### src/rtl/pwm_regs_pkg.sv
package pwm_regs_pkg;
    // Global register offsets
    localparam logic [11:0] OFF_START  = 12'h004;
    localparam logic [11:0] OFF_STOP   = 12'h008;
    localparam logic [11:0] OFF_RUN    = 12'h00C;
    localparam logic [11:0] OFF_EVENTS = 12'h01C;

    // Channel window layout
    localparam logic [11:0] WIN_BASE   = 12'h200;
    localparam int          WIN_STRIDE = 32;

    // Offsets inside one channel window
    localparam logic [4:0]  COFF_MODE   = 5'h00;
    localparam logic [4:0]  COFF_DUTY   = 5'h04;
    localparam logic [4:0]  COFF_PERIOD = 5'h08;
    localparam logic [4:0]  COFF_UPDATE = 5'h10;
endpackage

### src/rtl/pwm_glob_regs.sv
module pwm_glob_regs #(
    parameter int NUM_CH = 4
) (
    input  logic              clk,
    input  logic              rst_n,
    input  logic              wr_start,
    input  logic              wr_stop,
    input  logic              rd_events,
    input  logic [NUM_CH-1:0] wmask,
    input  logic [NUM_CH-1:0] period_end,
    output logic [NUM_CH-1:0] start_o,
    output logic [NUM_CH-1:0] stop_o,
    output logic [NUM_CH-1:0] events_o
);
    typedef struct packed {
        logic [NUM_CH-1:0] start;
        logic [NUM_CH-1:0] stop;
        logic [NUM_CH-1:0] events;
    } glob_state_t;

    glob_state_t st_d, st_q;

    always_comb begin
        st_d        = st_q;
        st_d.start  = wr_start ? wmask : '0;
        st_d.stop   = wr_stop  ? wmask : '0;
        st_d.events = (rd_events ? '0 : st_q.events) | period_end;
    end

    always_ff @(posedge clk or negedge rst_n) begin
        if (!rst_n) st_q <= '0;
        else        st_q <= st_d;
    end

    assign start_o  = st_q.start;
    assign stop_o   = st_q.stop;
    assign events_o = st_q.events;


    start_src_chk: assert property (@(posedge clk) disable iff (!rst_n)
        (st_q.start != '0) |-> $past(wr_start));


    no_overlap_chk: assert property (@(posedge clk) disable iff (!rst_n)
        (st_q.start & st_q.stop) == '0);


    event_clear_chk: assert property (@(posedge clk) disable iff (!rst_n)
        (rd_events && period_end == '0) |=> st_q.events == '0);


    event_kept_chk: assert property (@(posedge clk) disable iff (!rst_n)
        rd_events |=> ((st_q.events & $past(period_end)) == $past(period_end)));
endmodule

### src/rtl/pwm_chan_regs.sv
module pwm_chan_regs
    import pwm_regs_pkg::*;
#(
    parameter int DATA_W = 32,
    parameter int MODE_W = 11,
    parameter int CNT_W  = 16
) (
    input  logic              clk,
    input  logic              rst_n,
    input  logic              sel,
    input  logic              wr,
    input  logic [4:0]        off,
    input  logic [DATA_W-1:0] wdata,
    output logic [MODE_W-1:0] mode_o,
    output logic [CNT_W-1:0]  duty_o,
    output logic [CNT_W-1:0]  period_o,
    output logic [CNT_W-1:0]  update_o,
    output logic              upd_stb_o,
    output logic              hit_o,
    output logic [DATA_W-1:0] rdata_o
);
    typedef struct packed {
        logic [MODE_W-1:0] mode;
        logic [CNT_W-1:0]  duty;
        logic [CNT_W-1:0]  period;
        logic [CNT_W-1:0]  update;
        logic              upd_stb;
    } chan_state_t;

    chan_state_t st_d, st_q;
    logic wr_mode, wr_duty, wr_period, wr_update;

    always_comb begin
        wr_mode   = sel && wr && off == COFF_MODE;
        wr_duty   = sel && wr && off == COFF_DUTY;
        wr_period = sel && wr && off == COFF_PERIOD;
        wr_update = sel && wr && off == COFF_UPDATE;

        st_d         = st_q;
        st_d.upd_stb = wr_update;
        if (wr_mode)   st_d.mode   = wdata[MODE_W-1:0];
        if (wr_duty)   st_d.duty   = wdata[CNT_W-1:0];
        if (wr_period) st_d.period = wdata[CNT_W-1:0];
        if (wr_update) st_d.update = wdata[CNT_W-1:0];
    end

    always_ff @(posedge clk or negedge rst_n) begin
        if (!rst_n) st_q <= '0;
        else        st_q <= st_d;
    end

    always_comb begin
        hit_o   = 1'b1;
        rdata_o = '0;
        unique case (off)
            COFF_MODE:   rdata_o = DATA_W'(st_q.mode);
            COFF_DUTY:   rdata_o = DATA_W'(st_q.duty);
            COFF_PERIOD: rdata_o = DATA_W'(st_q.period);
            COFF_UPDATE: rdata_o = DATA_W'(st_q.update);
            default:     hit_o   = 1'b0;
        endcase
    end

    assign mode_o    = st_q.mode;
    assign duty_o    = st_q.duty;
    assign period_o  = st_q.period;
    assign update_o  = st_q.update;
    assign upd_stb_o = st_q.upd_stb;


    upd_stb_src_chk: assert property (@(posedge clk) disable iff (!rst_n)
        st_q.upd_stb |-> $past(sel && wr && off == COFF_UPDATE));


    duty_hold_chk: assert property (@(posedge clk) disable iff (!rst_n)
        !(sel && wr) |=> $stable(st_q.duty));
endmodule

### src/rtl/pwm_reg_frontend.sv
module pwm_reg_frontend
    import pwm_regs_pkg::*;
#(
    parameter int NUM_CH = 4,
    parameter int ADDR_W = 12,
    parameter int DATA_W = 32,
    parameter int MODE_W = 11,
    parameter int CNT_W  = 16
) (
    input  logic                     clk,
    input  logic                     rst_n,
    input  logic                     req_valid,
    input  logic                     req_write,
    input  logic [ADDR_W-1:0]        req_addr,
    input  logic [DATA_W-1:0]        req_wdata,
    output logic [DATA_W-1:0]        rsp_rdata,
    input  logic [NUM_CH-1:0]        ch_running,
    input  logic [NUM_CH-1:0]        ch_period_end,
    output logic [NUM_CH-1:0]        ch_start,
    output logic [NUM_CH-1:0]        ch_stop,
    output logic [NUM_CH-1:0]        ch_upd_stb,
    output logic [NUM_CH*MODE_W-1:0] ch_mode,
    output logic [NUM_CH*CNT_W-1:0]  ch_duty,
    output logic [NUM_CH*CNT_W-1:0]  ch_period,
    output logic [NUM_CH*CNT_W-1:0]  ch_update
);
    localparam int STR_SH  = $clog2(WIN_STRIDE);
    localparam int WIN_END = int'(WIN_BASE) + NUM_CH * WIN_STRIDE;

    logic              is_rd, is_wr, in_win;
    logic [ADDR_W-1:0] rel;
    logic [ADDR_W-1:0] win_idx;
    logic [4:0]        win_off;
    logic [NUM_CH-1:0] events;
    logic [NUM_CH-1:0] ch_sel, ch_hit;
    logic [DATA_W-1:0] ch_rdata [NUM_CH];

    always_comb begin
        is_rd   = req_valid && !req_write;
        is_wr   = req_valid && req_write;
        in_win  = int'(req_addr) >= int'(WIN_BASE) && int'(req_addr) < WIN_END;
        rel     = req_addr - ADDR_W'(WIN_BASE);
        win_idx = rel >> STR_SH;
        win_off = 5'(rel[STR_SH-1:0]);
    end

    pwm_glob_regs #(.NUM_CH(NUM_CH)) u_glob (
        .clk        (clk),
        .rst_n      (rst_n),
        .wr_start   (is_wr && req_addr == ADDR_W'(OFF_START)),
        .wr_stop    (is_wr && req_addr == ADDR_W'(OFF_STOP)),
        .rd_events  (is_rd && req_addr == ADDR_W'(OFF_EVENTS)),
        .wmask      (req_wdata[NUM_CH-1:0]),
        .period_end (ch_period_end),
        .start_o    (ch_start),
        .stop_o     (ch_stop),
        .events_o   (events)
    );

    for (genvar n = 0; n < NUM_CH; n++) begin : g_ch
        assign ch_sel[n] = req_valid && in_win && win_idx == ADDR_W'(n);
        pwm_chan_regs #(.DATA_W(DATA_W), .MODE_W(MODE_W), .CNT_W(CNT_W)) u_ch (
            .clk       (clk),
            .rst_n     (rst_n),
            .sel       (ch_sel[n]),
            .wr        (req_write),
            .off       (win_off),
            .wdata     (req_wdata),
            .mode_o    (ch_mode[n*MODE_W +: MODE_W]),
            .duty_o    (ch_duty[n*CNT_W +: CNT_W]),
            .period_o  (ch_period[n*CNT_W +: CNT_W]),
            .update_o  (ch_update[n*CNT_W +: CNT_W]),
            .upd_stb_o (ch_upd_stb[n]),
            .hit_o     (ch_hit[n]),
            .rdata_o   (ch_rdata[n])
        );
    end

    typedef struct packed {
        logic [DATA_W-1:0] rdata;
    } rd_state_t;

    rd_state_t rd_d, rd_q;

    always_comb begin
        rd_d = rd_q;
        if (is_rd) begin
            rd_d.rdata = '0;
            if (req_addr == ADDR_W'(OFF_RUN))
                rd_d.rdata = DATA_W'(ch_running);
            else if (req_addr == ADDR_W'(OFF_EVENTS))
                rd_d.rdata = DATA_W'(events);
            else if (in_win)
                for (int n = 0; n < NUM_CH; n++)
                    if (ch_sel[n] && ch_hit[n]) rd_d.rdata = ch_rdata[n];
        end
    end

    always_ff @(posedge clk or negedge rst_n) begin
        if (!rst_n) rd_q <= '0;
        else        rd_q <= rd_d;
    end

    assign rsp_rdata = rd_q.rdata;


    rdata_hold_chk: assert property (@(posedge clk) disable iff (!rst_n)
        !is_rd |=> $stable(rsp_rdata));


    one_window_chk: assert property (@(posedge clk) disable iff (!rst_n)
        $onehot0(ch_sel));
endmodule

### config.mk
export PLATFORM = sky130hd
export DESIGN_NAME = pwm_reg_frontend
export DESIGN_NICKNAME = d
export VERILOG_FILES = /design/src/rtl/pwm_regs_pkg.sv /design/src/rtl/pwm_glob_regs.sv /design/src/rtl/pwm_chan_regs.sv /design/src/rtl/pwm_reg_frontend.sv
export SDC_FILE = /design/constraint.sdc
export NUM_CORES = 1
export LEC_CHECK = 0
export BUFFER_PORTS_ARGS = -buffer_cell sky130_fd_sc_hd__buf_2
export CORE_AREA = 5 5 167 233
export DETAILED_ROUTE_END_ITERATION = 10
export DIE_AREA = 0 0 172 238
export MAX_ROUTING_LAYER = met4
export PLACE_DENSITY_LB_ADDON = 0.2
export SYNTH_ARGS = -nofsm -noshare
export SYNTH_HDL_FRONTEND = slang
export SYNTH_SLANG_ARGS = --single-unit
### constraint.sdc
create_clock -name clk -period 1.6 [get_ports clk]
set_input_delay 0.16 -clock clk [delete_from_list [all_inputs] [get_ports clk]]
set_output_delay 0.16 -clock clk [all_outputs]
set_load 0.01 [all_outputs]
# Word-level counts from Yosys, hierarchy flattened
# Index checks and enable logic that the tools add are counted.
[op_classes] n_reduce_logical=39 order_cmp=2 mux=15 mul=0 shift=0 add_sub_neg=1 div_mod_pow=0 bitwise_logic=1 n_eq_ne=10
[ops] op="$pmux W16 S4" n=4
[ops] op="$mux W32" n=7
[ops] op="$logic_and A1 B1 Y1" n=35
[ops] op="$eq A12 B4 Y1 const B" n=2
[ops] op="$eq A7 B2 Y1 const B" n=2
[ops] op="$eq A12 B3 Y1 const B" n=1
[ops] op="$eq A12 B5 Y1 const B" n=1
[ops] op="$ge A12 B10 Y1 const B" n=1
[ops] op="$logic_not A12 Y1" n=1
[ops] op="$lt A12 B10 Y1 const B" n=1
[ops] op="$mux W4" n=3
[ops] op="$sub A12 B10 Y12 const B" n=1
[ops] op="$eq A7 B1 Y1 const B" n=1
[ops] op="$eq A5 B3 Y1 const B" n=1
[ops] op="$eq A5 B4 Y1 const B" n=1
[ops] op="$eq A5 B5 Y1 const B" n=1
[ops] op="$logic_not A5 Y1" n=1
[ops] op="$or A4 B4 Y4" n=1
[ops] op="$reduce_or A4 Y1" n=1
[ops] op="$logic_not A1 Y1" n=1
[ops] op="$mux W1" n=1
[word_totals] latchBits=0 wordCells=92 memories=0 out_inout_bits=280 ff_bits=284 ram_bits=0 romBits=0 in_bits=56

# Depth between registers and ports, before layout
[logic_depth] ltp_word=12 depth_mapped=9 depth_no_buf=5

# Modules after synthesis
# Synthesis repeated with hierarchy kept, for this count alone.
[hier_totals] hier_cells=1127 hier_area_um2=14362.5
[by_module_without_submodules] module="pwm_chan_regs" cells_each=212 area_each_um2=2894.0 instances=4 seq_area_each_um2=1501.4
[by_module_without_submodules] module="pwm_reg_frontend" cells_each=254 area_each_um2=2402.3 instances=1 seq_area_each_um2=800.8
[by_module_without_submodules] module="pwm_glob_regs" cells_each=25 area_each_um2=384.1 instances=1 seq_area_each_um2=300.3

# Worst setup path after synthesis
# Ideal clock, no wire load.
[synth_timing] kind="input port to flip-flop" from="in req_addr[8]" to="reg g_ch[0].u_ch.st_q, in the netlist g_ch[0].u_ch.update_o[10]" t_required_ns=1.475 cell_stages=6 setup_slack_ns=-0.413 n_path_buf=1 t_arrival_ns=1.888 setup_ns=0.125 cell_sequence="or4_4 -> nor3_4 -> nand2_1 -> nor2_4 -> buf_6 -> mux2_2"
[synth_via] elab_chain_len=6 word_cells_on_any_way=9 classes_between="1 x add/sub; 2 x order compare; 6 x reduce/logical"
[synth_lines] element="start, declared" line_no="pwm_reg_frontend.sv:14" source="input logic [ADDR_W-1:0] req_addr,"
[synth_lines] element="branches (longest 3 deep; another with $sub A12 B10 Y12)"
[synth_lines] element="$logic_and A1 B1 Y1 (*)" line_no="pwm_reg_frontend.sv:61" source="assign ch_sel[n] = req_valid && in_win && win_idx == ADDR_W'(n);"
[synth_lines] element="$logic_and A1 B1 Y1 (*) (2 in series)" line_no="pwm_chan_regs.sv:37" source="wr_update = sel && wr && off == COFF_UPDATE;"
[synth_lines] element="named net g_ch[0].u_ch.wr_update" line_no="pwm_chan_regs.sv:31" source="logic wr_mode, wr_duty, wr_period, wr_update;"
[synth_lines] element="end signal, assigned" line_no="pwm_chan_regs.sv:49" source="else st_q <= st_d;"
[synth_lines] element="end, declared" line_no="pwm_chan_regs.sv:30" source="chan_state_t st_d, st_q;"
# Mark *: on every way through the listed nets, which the timed path passes.
# A chain may end at the register's enable or synchronous reset.

# Worst setup path after layout
[layout_timing] from="in req_addr[8]" to="reg g_ch[3].u_ch.st_q, in the netlist g_ch[3].u_ch.update_o[7]"
[layout_via] elab_chain_len=6 word_cells_on_any_way=9 classes_between="1 x add/sub; 2 x order compare; 1 x eq/ne; 5 x reduce/logical"
[layout_lines] element="branches (longest 3 deep; another with $sub A12 B10 Y12)"
[layout_lines] element="$logic_and A1 B1 Y1 (*)" line_no="pwm_reg_frontend.sv:61"
[layout_lines] element="$logic_and A1 B1 Y1 (*) (2 in series)" line_no="pwm_chan_regs.sv:37"
[layout_lines] element="end signal, assigned" line_no="pwm_chan_regs.sv:49"
[layout_lines] element="end, declared" line_no="pwm_chan_regs.sv:30"
# Mark *: on every way between the ends.

==> results.py <==
metrics = {
    "cts": {
        "cts_buffer_depth": 3,
        "cts_buffers": 27,
        "tritoncts": "done",
        "clk_pin_slew_worst_paths_ns": 0.07,
        "cts-root-buf": "clkbuf_16",
        "clock_sinks": 268,
        "htree_num_levels": 1,
        "insertion_delay_ns": 0.56,
    },
    "global_route": {
        "antenna_found_initial": 0,
        "grt_pass1_vias": 10570,
        "overflow": 0,
        "grt_max_degree": 55,
        "grt_pass1_wl_mm": 68.90,
        "grt_usage_pct": 22.72,
    },
    "worst_hold_path": {
        "min_to": "g_ch[3].u_ch.update_o[15]",
        "hp-start": "req_wdata[15]",
        "hold_path_class": "primary input to register",
        "holdPathStages": 2,
    },
    "floorplanning": {
        "start_util_pct": 34.57,
        "die_w_um": 172,
        "coreArea_um2": 36560,
        "placementRows": 83,
        "io_pins": 336,
        "die-area_um2": 40940,
        "die_y_um": 238,
    },
    "status": {
        "violations": "negative setup slack",
        "outcome": "complete, but fails checks",
    },
    "worst_setup_path": {
        "crit_path_max_fanout": 5,
        "cp-end-kind": "register",
        "cp.required_ns": 2.02,
        "rrSetupSlack_ns": 0.04,
        "reg2reg_from": "g_ch[0].u_ch.update_o[7]",
        "worstSetupPathType": "primary input to register",
        "cp_data_arrival_time_ns": 2.08,
        "reg2reg_depth": 5,
        "timing.rr.end": "rsp_rdata[7]",
        "crit_path_start": "req_addr[8]",
        "worstSetupStartpointType": "primary input",
    },
    "sta": {
        "setup-violations-final": 44,
        "fin_worst_skew_ns": 0.02120,
        "rsz0062_at_grt": "yes",
        "worst_slack_ns": -0.05938,
        "holdWs_ns": 0.03758,
        "final.period_utilization_pct": 103.7,
        "hold_violations": 0,
        "worstMarginPinSlew_ns": 0.8835,
        "finalMaxSlewViolations": 0,
        "timing.fmax_mhz": 602.6,
        "layout_min_cycle_time_ns": 1.659,
        "max_slew_margin_pct": 41.10,
    },
    "finish": {
        "final_util_pct": 48.61,
        "final_cell_area_um2": 17770,
        "area_growth_pct": 40.61,
        "antenna_cells": 0,
        "drive_gt1_share_pct": 56.88,
        "nets": 1482,
    },
    "place": {
        "dp_hpwl_mm": 34.51,
        "globalplace.congestion": 0.8393,
        "post-place-ws_ns": -0.7826,
        "dpl-instance-area_um2": 16210,
        "port_buffers": 303,
    },
    "yosys": {
        "synth_cell_types": 62,
        "avgSynthCellArea_um2": 12.71,
        "synth_top_flop_cell": "dfrtp_1",
        "seq_area_frac_synth_pct": 53.07,
        "syn_area_um2": 12640,
        "ys_ff_latch": 268,
        "synth-edff-count": 0,
        "yosysWarnings": 0,
        "syn_inst": 994,
        "async_reset_ff_share_pct": 100.0,
    },
    "power": {
        "power_uw": 14200,
        "ir_drop_mv": 0.5925,
        "powerDensity_nw_per_um2": 799.2,
        "p_leak_uw": 0.009338,
    },
    "drt": {
        "route.vias.total": 10120,
        "vias_per_cell": 5.286,
        "avgRoutedWirePerCell_um": 24.71,
        "route.detailed.drc": 0,
        "drt_wl_total_mm": 47.29,
        "drt.antenna.violating_nets": 0,
        "drt-initial-drc-count": 606,
        "drt_pass1_iterations": 5,
    },
    "flow_run": {
        "maxCapViolations": 0,
    },
}
## kinds of logic after synthesis
group	share of synthesized area, %
compound gates	9.188
fa+ha+maj	0.08910
simple gates	9.178
flops	53.07
other cells	0.02967
buf+inv	5.040
mux	23.41
## synthesized netlist by cell type (all sizes together) (8+ instances only)
library cell / count / share of area, %
buf: 49 / 3.2
and2: 14 / 0.69
nand2: 27 / 0.80
o21ai: 35 / 1.4
nor2: 40 / 1.7
nand3b: 14 / 0.83
nor3: 8 / 0.41
a22oi: 21 / 1.2
clkbuf: 50 / 1.7
mux2: 236 / 21
a2111oi: 14 / 0.97
a211oi: 11 / 0.65
dfrtp: 268 / 53
and3: 63 / 3.1
nor2b: 8 / 0.40
a221oi: 18 / 1.2
mux2i: 30 / 2.4
o22ai: 12 / 0.59
a211o: 10 / 0.71
## metrics by stage
step | cells | setup TNS, ns
after floorplan | 1009 | -76.44
after global placement | 1847 | -143.74
after detailed placement | 1847 | -150.35
after CTS | 1906 | -0.6694
after global routing | 1914 | -1.665
final | 1914 | -0.9908
## placed cells by master (no fill, tap or decap), drive strengths merged, types with 3 or more instances in the layout
cell type / instances
nand3: 7
a2111oi: 14
nand2: 27
dlygate4sd3: 6
a221oi: 18
and2: 14
nor2: 40
a222oi: 3
nand2b: 3
dfrtp: 268
o211a: 4
a21oi: 7
nor3: 8
a211oi: 11
o21ai: 35
a22oi: 21
buf: 481
mux2i: 30
bufinv: 3
conb: 16
a211o: 10
o21bai: 4
a21o: 4
nand3b: 14
clkinv: 6
clkbuf: 41
nor2b: 8
mux2: 236
or3: 3
or4: 3
o22ai: 12
and3: 63
o211ai: 4
## what timing repair did
action,CTS,global route
resized for setup,44,49
hold buffers,6,0
endpoints found under the hold margin,235,0
endpoints found under the setup margin,131,129
cloned,1,3
pin swaps,7,15
setup buffers,2,6
## power breakdown
| part | switching (uW) | internal (uW) | total [uW] |
|---|---|---|---|
| combinational | 542 | 279 | 821 |
| clock | 2740 | 3840 | 6570 |
| sequential | 15.5 | 6790 | 6810 |
| total | 3290 | 10900 | 14200 |
## flip-flops by register name, summed over array words and instances, names as in the netlist
signal / count
u_glob.events_o: 4
rsp_rdata: 16
u_glob.stop_o: 4
g_ch.u_ch.period_o: 64
u_glob.start_o: 4
g_ch.u_ch.upd_stb_o: 4
g_ch.u_ch.update_o: 64
g_ch.u_ch.mode_o: 44
g_ch.u_ch.duty_o: 64
## worst max-delay path, stage by stage
cell       delay [ns]
buf_6            0.09
or4_4            0.56
nor3_4           0.14
buf_6            0.17
nand3_4          0.14
nor2_4           0.28
clkbuf_16        0.22
mux2_4           0.30
## per-layer routing
layer	global-route usage, %	part of all wire (%)	vias up
met4	5.434	2.3	0
met3	2.420	5.0	56
li1	-	-	4495
met5	-	0	-
met2	39.22	52	337
met1	28.66	41	5230
## area by class of cell
cell class	count	area [um^2]
Inverter	1	3.754
Timing Repair Buffer	489	3503
Fill cell	3391	18790
Clock buffer	39	770.7
Tap cell	467	584.3
Sequential cell	268	6706
Clock inverter	11	140.1
Multi-Input combinational cell	639	6061
## worst max-delay path by stage
stage	to	slack, ns	cells after the start
after floorplan	g_ch[1].u_ch.mode_o[10]	-0.39	6
after global placement	rsp_rdata[7]	-0.82	8
after detailed placement	rsp_rdata[5]	-0.78	8
after CTS	g_ch[2].u_ch.update_o[10]	-0.05	8
after global routing	g_ch[3].u_ch.update_o[7]	-0.05	8
final	g_ch[3].u_ch.update_o[7]	-0.06	8
Note: power is estimated with default switching activity, not from simulation.
